## src/rtl/i2c_sclctl_pkg.sv

```systemverilog
package i2c_sclctl_pkg;

  // register select codes on the bus
  localparam logic [1:0] SEL_RATE = 2'd0;
  localparam logic [1:0] SEL_CTRL = 2'd1;
  localparam logic [1:0] SEL_DATA = 2'd2;

  // control register bit positions
  localparam int CB_FLAG = 7;
  localparam int CB_ACK  = 6;
  localparam int CB_STA  = 5;
  localparam int CB_STO  = 4;
  localparam int CB_WCOL = 3;
  localparam int CB_EN   = 2;
  localparam int CB_IE   = 0;

  typedef enum logic [1:0] {
    SCL_IDLE = 2'd0,
    SCL_LOW  = 2'd1,
    SCL_RISE = 2'd2,
    SCL_HIGH = 2'd3
  } scl_state_t;

endpackage

```

## src/rtl/i2c_sclctl_regs.sv

```systemverilog
module i2c_sclctl_regs
  import i2c_sclctl_pkg::*;
#(
  parameter int DW = 8
) (
  input  logic          clk,
  input  logic          rst,
  input  logic [1:0]    addr_i,
  input  logic          we_i,
  input  logic [DW-1:0] wdata_i,
  input  logic          job_done_i,
  input  logic          gie_i,
  output logic [DW-1:0] rdata_o,
  output logic [DW-1:0] rate_o,
  output logic          flag_o,
  output logic          en_o,
  output logic          irq_o,
  output logic          launch_o,
  output logic          sta_o,
  output logic          sto_o,
  output logic          ack_o
);

  logic [DW-1:0] rate_q;
  logic flag_q, ack_q, sta_q, sto_q, wcol_q, en_q, ie_q;
  logic flag_n, ack_n, sta_n, sto_n, wcol_n, en_n, ie_n;
  logic irq_q, launch_q;
  logic [DW-1:0] rdata_q, rd_mux;

  logic ctrl_wr, rate_wr, data_wr, clr_req;

  assign ctrl_wr = we_i && (addr_i == SEL_CTRL);
  assign rate_wr = we_i && (addr_i == SEL_RATE);
  assign data_wr = we_i && (addr_i == SEL_DATA);
  assign clr_req = ctrl_wr && wdata_i[CB_FLAG];

  always_comb begin
    flag_n = flag_q;
    if (clr_req)
      flag_n = 1'b0;
    if (job_done_i && en_q)
      flag_n = 1'b1;

    ack_n = ack_q;
    sta_n = sta_q;
    sto_n = sto_q;
    en_n  = en_q;
    ie_n  = ie_q;
    if (ctrl_wr) begin
      ack_n = wdata_i[CB_ACK];
      sta_n = wdata_i[CB_STA];
      sto_n = wdata_i[CB_STO];
      en_n  = wdata_i[CB_EN];
      ie_n  = wdata_i[CB_IE];
    end

    wcol_n = wcol_q;
    if (data_wr)
      wcol_n = !flag_q;
  end

  always_comb begin
    rd_mux = '0;
    case (addr_i)
      SEL_RATE: rd_mux = rate_q;
      SEL_CTRL: begin
        rd_mux[CB_FLAG] = flag_q;
        rd_mux[CB_ACK]  = ack_q;
        rd_mux[CB_STA]  = sta_q;
        rd_mux[CB_STO]  = sto_q;
        rd_mux[CB_WCOL] = wcol_q;
        rd_mux[CB_EN]   = en_q;
        rd_mux[CB_IE]   = ie_q;
      end
      default: rd_mux = '0;
    endcase
  end

  always_ff @(posedge clk) begin
    if (rst) begin
      rate_q   <= '0;
      flag_q   <= 1'b0;
      ack_q    <= 1'b0;
      sta_q    <= 1'b0;
      sto_q    <= 1'b0;
      wcol_q   <= 1'b0;
      en_q     <= 1'b0;
      ie_q     <= 1'b0;
      irq_q    <= 1'b0;
      launch_q <= 1'b0;
      rdata_q  <= '0;
    end else begin
      if (rate_wr)
        rate_q <= wdata_i;
      flag_q   <= flag_n;
      ack_q    <= ack_n;
      sta_q    <= sta_n;
      sto_q    <= sto_n;
      wcol_q   <= wcol_n;
      en_q     <= en_n;
      ie_q     <= ie_n;
      irq_q    <= flag_n && ie_n && gie_i;
      launch_q <= flag_q && !flag_n;
      rdata_q  <= rd_mux;
    end
  end

  assign rdata_o  = rdata_q;
  assign rate_o   = rate_q;
  assign flag_o   = flag_q;
  assign en_o     = en_q;
  assign irq_o    = irq_q;
  assign launch_o = launch_q;
  assign sta_o    = sta_q;
  assign sto_o    = sto_q;
  assign ack_o    = ack_q;


  flag_src_chk: assert property (@(posedge clk) disable iff (rst)
    $rose(flag_q) |-> $past(job_done_i && en_q));


  flag_keep_chk: assert property (@(posedge clk) disable iff (rst)
    (flag_q && !clr_req) |=> flag_q);


  launch_once_chk: assert property (@(posedge clk) disable iff (rst)
    launch_q |=> !launch_q);


  irq_gate_chk: assert property (@(posedge clk) disable iff (rst)
    irq_q |-> ($past(gie_i) && flag_q && ie_q));


  wcol_src_chk: assert property (@(posedge clk) disable iff (rst)
    $rose(wcol_q) |-> $past(data_wr && !flag_q));

endmodule

```

## src/rtl/i2c_sclctl_gen.sv

```systemverilog
module i2c_sclctl_gen
  import i2c_sclctl_pkg::*;
#(
  parameter int DW          = 8,
  parameter int BASE_HALF   = 8,
  parameter int SYNC_STAGES = 0
) (
  input  logic          clk,
  input  logic          rst,
  input  logic          en_i,
  input  logic          hold_i,
  input  logic [DW-1:0] rate_i,
  input  logic          scl_i,
  output logic          drive_low_o
);

  localparam int CW = DW + 2;

  scl_state_t     st, st_n;
  logic [CW-1:0]  cnt, cnt_n;
  logic [CW-1:0]  half, last;
  logic           scl_s;
  logic           drive_q;

  assign half = CW'(BASE_HALF) + CW'(rate_i);
  assign last = half - CW'(1);

  generate
    if (SYNC_STAGES == 0) begin : g_direct
      assign scl_s = scl_i;
    end else begin : g_sync
      logic [SYNC_STAGES-1:0] sh;
      always_ff @(posedge clk) begin
        if (rst) begin
          sh <= '1;
        end else begin
          sh[0] <= scl_i;
          for (int k = 1; k < SYNC_STAGES; k++)
            sh[k] <= sh[k-1];
        end
      end
      assign scl_s = sh[SYNC_STAGES-1];
    end
  endgenerate

  always_comb begin
    st_n  = st;
    cnt_n = cnt;
    if (!en_i) begin
      st_n  = SCL_IDLE;
      cnt_n = '0;
    end else begin
      case (st)
        SCL_IDLE: begin
          st_n  = SCL_LOW;
          cnt_n = '0;
        end
        SCL_LOW: begin
          if (cnt >= last) begin
            if (!hold_i) begin
              st_n  = SCL_RISE;
              cnt_n = '0;
            end
          end else begin
            cnt_n = cnt + CW'(1);
          end
        end
        SCL_RISE: begin
          if (scl_s) begin
            st_n  = SCL_HIGH;
            cnt_n = CW'(1);
          end
        end
        SCL_HIGH: begin
          if (cnt >= last) begin
            st_n  = SCL_LOW;
            cnt_n = '0;
          end else begin
            cnt_n = cnt + CW'(1);
          end
        end
        default: begin
          st_n  = SCL_IDLE;
          cnt_n = '0;
        end
      endcase
    end
  end

  always_ff @(posedge clk) begin
    if (rst) begin
      st      <= SCL_IDLE;
      cnt     <= '0;
      drive_q <= 1'b0;
    end else begin
      st      <= st_n;
      cnt     <= cnt_n;
      drive_q <= (st_n == SCL_LOW);
    end
  end

  assign drive_low_o = drive_q;


  hold_low_chk: assert property (@(posedge clk) disable iff (rst)
    (drive_q && hold_i && en_i) |=> drive_q);


  off_release_chk: assert property (@(posedge clk) disable iff (rst)
    !en_i |=> !drive_q);


  rise_wait_chk: assert property (@(posedge clk) disable iff (rst)
    (st == SCL_RISE && !scl_s && en_i) |=> !drive_q);

endmodule

```

## src/rtl/i2c_scl_ctrl.sv

```systemverilog
module i2c_scl_ctrl
  import i2c_sclctl_pkg::*;
#(
  parameter int DW          = 8,
  parameter int BASE_HALF   = 8,
  parameter int SYNC_STAGES = 0
) (
  input  logic          clk,
  input  logic          rst,
  input  logic [1:0]    bus_addr,
  input  logic          bus_we,
  input  logic [DW-1:0] bus_wdata,
  output logic [DW-1:0] bus_rdata,
  input  logic          job_done,
  input  logic          glb_irq_en,
  input  logic          scl_in,
  output logic          scl_drive_low,
  output logic          irq,
  output logic          launch,
  output logic          start_req,
  output logic          stop_req,
  output logic          ack_en
);

  logic [DW-1:0] rate;
  logic          flag;
  logic          en;

  i2c_sclctl_regs #(.DW(DW)) u_regs (
    .clk        (clk),
    .rst        (rst),
    .addr_i     (bus_addr),
    .we_i       (bus_we),
    .wdata_i    (bus_wdata),
    .job_done_i (job_done),
    .gie_i      (glb_irq_en),
    .rdata_o    (bus_rdata),
    .rate_o     (rate),
    .flag_o     (flag),
    .en_o       (en),
    .irq_o      (irq),
    .launch_o   (launch),
    .sta_o      (start_req),
    .sto_o      (stop_req),
    .ack_o      (ack_en)
  );

  i2c_sclctl_gen #(
    .DW          (DW),
    .BASE_HALF   (BASE_HALF),
    .SYNC_STAGES (SYNC_STAGES)
  ) u_gen (
    .clk         (clk),
    .rst         (rst),
    .en_i        (en),
    .hold_i      (flag),
    .rate_i      (rate),
    .scl_i       (scl_in),
    .drive_low_o (scl_drive_low)
  );

endmodule

```

## config.mk

```make
export PLATFORM = sky130hd
export DESIGN_NAME = i2c_scl_ctrl
export DESIGN_NICKNAME = d
export VERILOG_FILES = /design/src/rtl/i2c_sclctl_pkg.sv /design/src/rtl/i2c_sclctl_regs.sv /design/src/rtl/i2c_sclctl_gen.sv /design/src/rtl/i2c_scl_ctrl.sv
export SDC_FILE = /design/constraint.sdc
export NUM_CORES = 1
export LEC_CHECK = 0
export BUFFER_PORTS_ARGS = -buffer_cell sky130_fd_sc_hd__buf_2
export CORE_UTILIZATION = 45
export DETAILED_ROUTE_END_ITERATION = 16
export PLACE_DENSITY = 0.62
export SLEW_MARGIN = 20
export SYNTH_ARGS = -nofsm -noshare
export SYNTH_HDL_FRONTEND = slang
export SYNTH_HIERARCHICAL = 1
export SYNTH_SLANG_ARGS = --single-unit
export TNS_END_PERCENT = 100
```

## constraint.sdc

```tcl
create_clock -name clk -period 3.04 [get_ports clk]
set_input_delay 0.608 -clock clk [delete_from_list [all_inputs] [get_ports clk]]
set_output_delay 0.608 -clock clk [all_outputs]
set_load 0.03 [all_outputs]
```

==> impl_metrics.py <==
metrics = {
    "status": {
        "status": "finished clean",
    },
    "global_route": {
        "grt_max_degree": 21,
        "grt_pass1_wl_um": 6110,
        "track_usage": 0.184,
        "overflow": 0,
        "grt_antenna_before_repair": 0,
        "grt_pass1_vias": 1304,
    },
    "finish": {
        "num-fill-cells": 387,
        "drive_above_1_share": 0.209,
        "antenna_cells": 0,
        "synthToLayoutAreaGrowth_pct": 16.7,
        "layout.cells.non_filler": 284,
        "fin_nets": 260,
    },
    "logic_synthesis": {
        "synth_cells": 202,
        "syn_area_per_cell_sq_um": 9.44,
        "mappedNetlistArea_sq_mm": 0.00191,
        "synth-seq-cells": 38,
        "syn_nets": 229,
        "yosysSeqAreaShare": 0.399,
        "synthDistinctLibCells": 47,
        "yosysWarningCount": 6,
    },
    "cts": {
        "cts_made_buffers": 5,
        "clkTransAtPathRegs_ns": 0.08,
        "ctsHoldBuffers": 0,
        "post_cts_resized": 0,
        "clock_latency_ns": 0.29,
        "clockBufferDepth": 2,
        "cts_sinks": 38,
        "post-cts-setup-buffers": 0,
        "cts-root-buf": "clkbuf_8",
        "cts-htree-levels": 2,
        "cts_tree": "built",
    },
    "placed_design": {
        "dp_slack_ns": 0.251,
        "io_buffers": 29,
        "numPlacedInstances": 276,
        "dp_hpwl_um": 2770,
        "routabilityCongestion": 0.856,
    },
    "worst_hold_path": {
        "holdPathStages": 2,
        "min_path_type": "register to register",
        "hold_start": "u_regs/ie_q",
        "holdPathEnd": "u_regs/ie_q",
    },
    "timing": {
        "fin_skew_ns": 0.00477,
        "min_period_over_period": 0.918,
        "drv_slew": 0,
        "max_slew_margin": 0.401,
        "fmax_mhz": 358,
        "worstMarginPinSlew_ns": 0.895,
        "finalHoldViolCount": 0,
        "finalSetupTns_ns": 0,
        "rsz0062_at_grt": "false",
        "fin_ws_ns": 0.250,
        "min_period_ns": 2.79,
        "setup_viol": 0,
    },
    "floorplan": {
        "die_width_um": 67.1,
        "core_sq_mm": 0.00403,
        "die-area_sq_mm": 0.00450,
        "num_rows": 23,
        "ios": 30,
        "start_util": 0.473,
        "die_y_um": 67.1,
    },
    "detailed_routing": {
        "vias_per_cell": 5.32,
        "totalWireLength_um": 3850,
        "drt_first_pass_iters": 4,
        "drt-wirelength-per-cell_um": 13.6,
        "drc": 0,
        "vias": 1512,
        "ant_nets": 0,
        "drtIter0Drc": 94,
    },
    "critical_path": {
        "path_max_fanout": 8,
        "crit_buf_inv": 0,
        "max_stage_delay_ns": 0.35,
        "r2r-start": "u_regs/rate_o[2]",
        "timing.reg2reg.setup_slack_ns": 0.25,
        "cp_slowest_cell": "dfxtp_1",
        "crit_path_cell_trace": "nor3_1, and3b_1, xnor2_1, ha_1, a21o_1, a211o_1, and3_4, a211o_4, a221o_1",
        "critPathLaunch": "u_regs/rate_o[2]",
        "ff2ff_path_depth": 9,
        "worst_setup_path_end_kind": "register",
        "crit_family": "compound AO/OA/AOI/OAI gates",
        "cp-start-kind": "register",
        "arrival_ns": 2.97,
        "cp.required_ns": 3.22,
        "rr_endpoint": "u_gen/cnt[7]",
        "path_class": "register to register",
    },
    "pwr": {
        "power.leakage_uw": 0.000993,
        "p_per_area_mw_per_mm2": 504,
        "irDropWorstVdd_mv": 0.321,
        "finalPower_uw": 1120,
    },
    "flow_run": {
        "drv_cap": 0,
    },
}
tightest hold or removal path: stages (launching register included):
cell	delay (ns)
dfxtp_1	0.34
nand2_1	0.06
a21oi_1	0.06
synthesized netlist by cell type (all sizes together):
library cell | number | area [sq um]
xor2 | 5 | 43.8
nor4b | 1 | 8.76
nor4 | 1 | 12.5
xnor2 | 4 | 35.0
a2bb2oi | 1 | 8.76
a41oi | 1 | 8.76
or2 | 2 | 12.5
and3 | 10 | 68.8
o32ai | 1 | 8.76
nor2 | 28 | 105
a221o | 3 | 30.0
or4 | 1 | 7.51
a211o | 2 | 26.3
or3 | 2 | 12.5
mux2i | 20 | 200
nand4 | 2 | 12.5
nand4b | 1 | 8.76
nand2b | 4 | 25.0
a22o | 4 | 40.0
nand3b | 1 | 11.3
nand3 | 5 | 25.0
a21oi | 9 | 45.0
clkbuf | 1 | 3.75
nor3b | 4 | 35.0
a31oi | 1 | 6.26
buf | 5 | 36.3
ha | 11 | 138
dfxtp | 38 | 761
nor2b | 2 | 12.5
a21boi | 1 | 7.51
nor3 | 3 | 15.0
nand2 | 12 | 45.0
and2 | 1 | 6.26
o21bai | 1 | 7.51
inv | 5 | 18.8
a211oi | 1 | 7.51
o21ai | 5 | 25.0
and3b | 2 | 17.5
a21o | 1 | 7.51
placed cells by master, fill, tap and decap left out, types with 4 or more instances in the layout:
master,n
nand2_1,12
a22o_2,4
o21ai_0,4
and3_1,8
xor2_1,5
mux2i_1,20
nand3_1,5
nor2_1,28
ha_1,11
xnor2_1,4
buf_2,29
inv_1,5
clkbuf_8,6
nand2b_1,4
dfxtp_1,38
a21oi_1,9
power breakdown:
group	internal, uW	switching [uW]
combinational	32.8	43.5
sequential	506	8.21
clock	350	182
total	889	233
kinds of logic after synthesis:
kind of cell             synth area share
AND/OR/NAND/NOR                     0.232
flip-flops                          0.399
AO/OA/AOI/OAI                       0.120
multiplexers                        0.105
buffers and inverters              0.0308
adder cells (fa/ha/maj)            0.0722
XOR/XNOR                           0.0413
metrics by stage:
step           hold WS [ns]  cell area, sq um   util
4_1_cts               0.506              2220  0.552
3_3_place_gp          0.487              2080  0.517
6_report              0.501              2220  0.552
5_1_grt               0.544              2220  0.552
3_5_place_dp          0.495              2080  0.517
2_1_floorplan         0.449              1910      -
registers in the layout, summed over array words and instances (netlist names):
name / flops
u_regs/en_o: 1
u_regs/rate_o: 8
u_regs/sto_o: 1
u_regs/rdata_o: 8
u_regs/irq_o: 1
u_regs/flag_o: 1
u_regs/ie_q: 1
u_regs/launch_o: 1
u_gen/st: 2
u_regs/sta_o: 1
u_regs/wcol_q: 1
u_gen/drive_low_o: 1
u_regs/ack_o: 1
u_gen/cnt: 10
layout make-up:
type | count | area [sq um] | area share
inverter | 5 | 18.8 | 0.00844
tap | 50 | 62.6 | 0.0281
clock inverter | 2 | 60.1 | 0.0270
clock buffer | 6 | 82.6 | 0.0371
timing repair buffer | 30 | 153 | 0.0686
multi-input combinational | 153 | 1090 | 0.489
sequential | 38 | 761 | 0.342
metal layers:
layer / GRT usage / vias to the layer above / wire, um
li1: - / 783 / -
met1: 0.252 / 689 / 1970
met2: 0.283 / 35 / 1670
met3: 0.0411 / 5 / 165
met4: 0.0559 / 0 / 39
met5: 0 / - / 0
worst max-delay path by stage:
stage | to | slack, ns | cells past startpoint
floorplan | u_gen/cnt[5] | 0.42 | 9
global placement | u_gen/cnt[5] | 0.30 | 9
detailed placement | u_gen/cnt[5] | 0.25 | 9
CTS | u_gen/cnt[5] | 0.24 | 9
global route | u_gen/cnt[7] | 0.09 | 11
finish | u_gen/cnt[7] | 0.25 | 9
(Power assumes the default switching activity.)
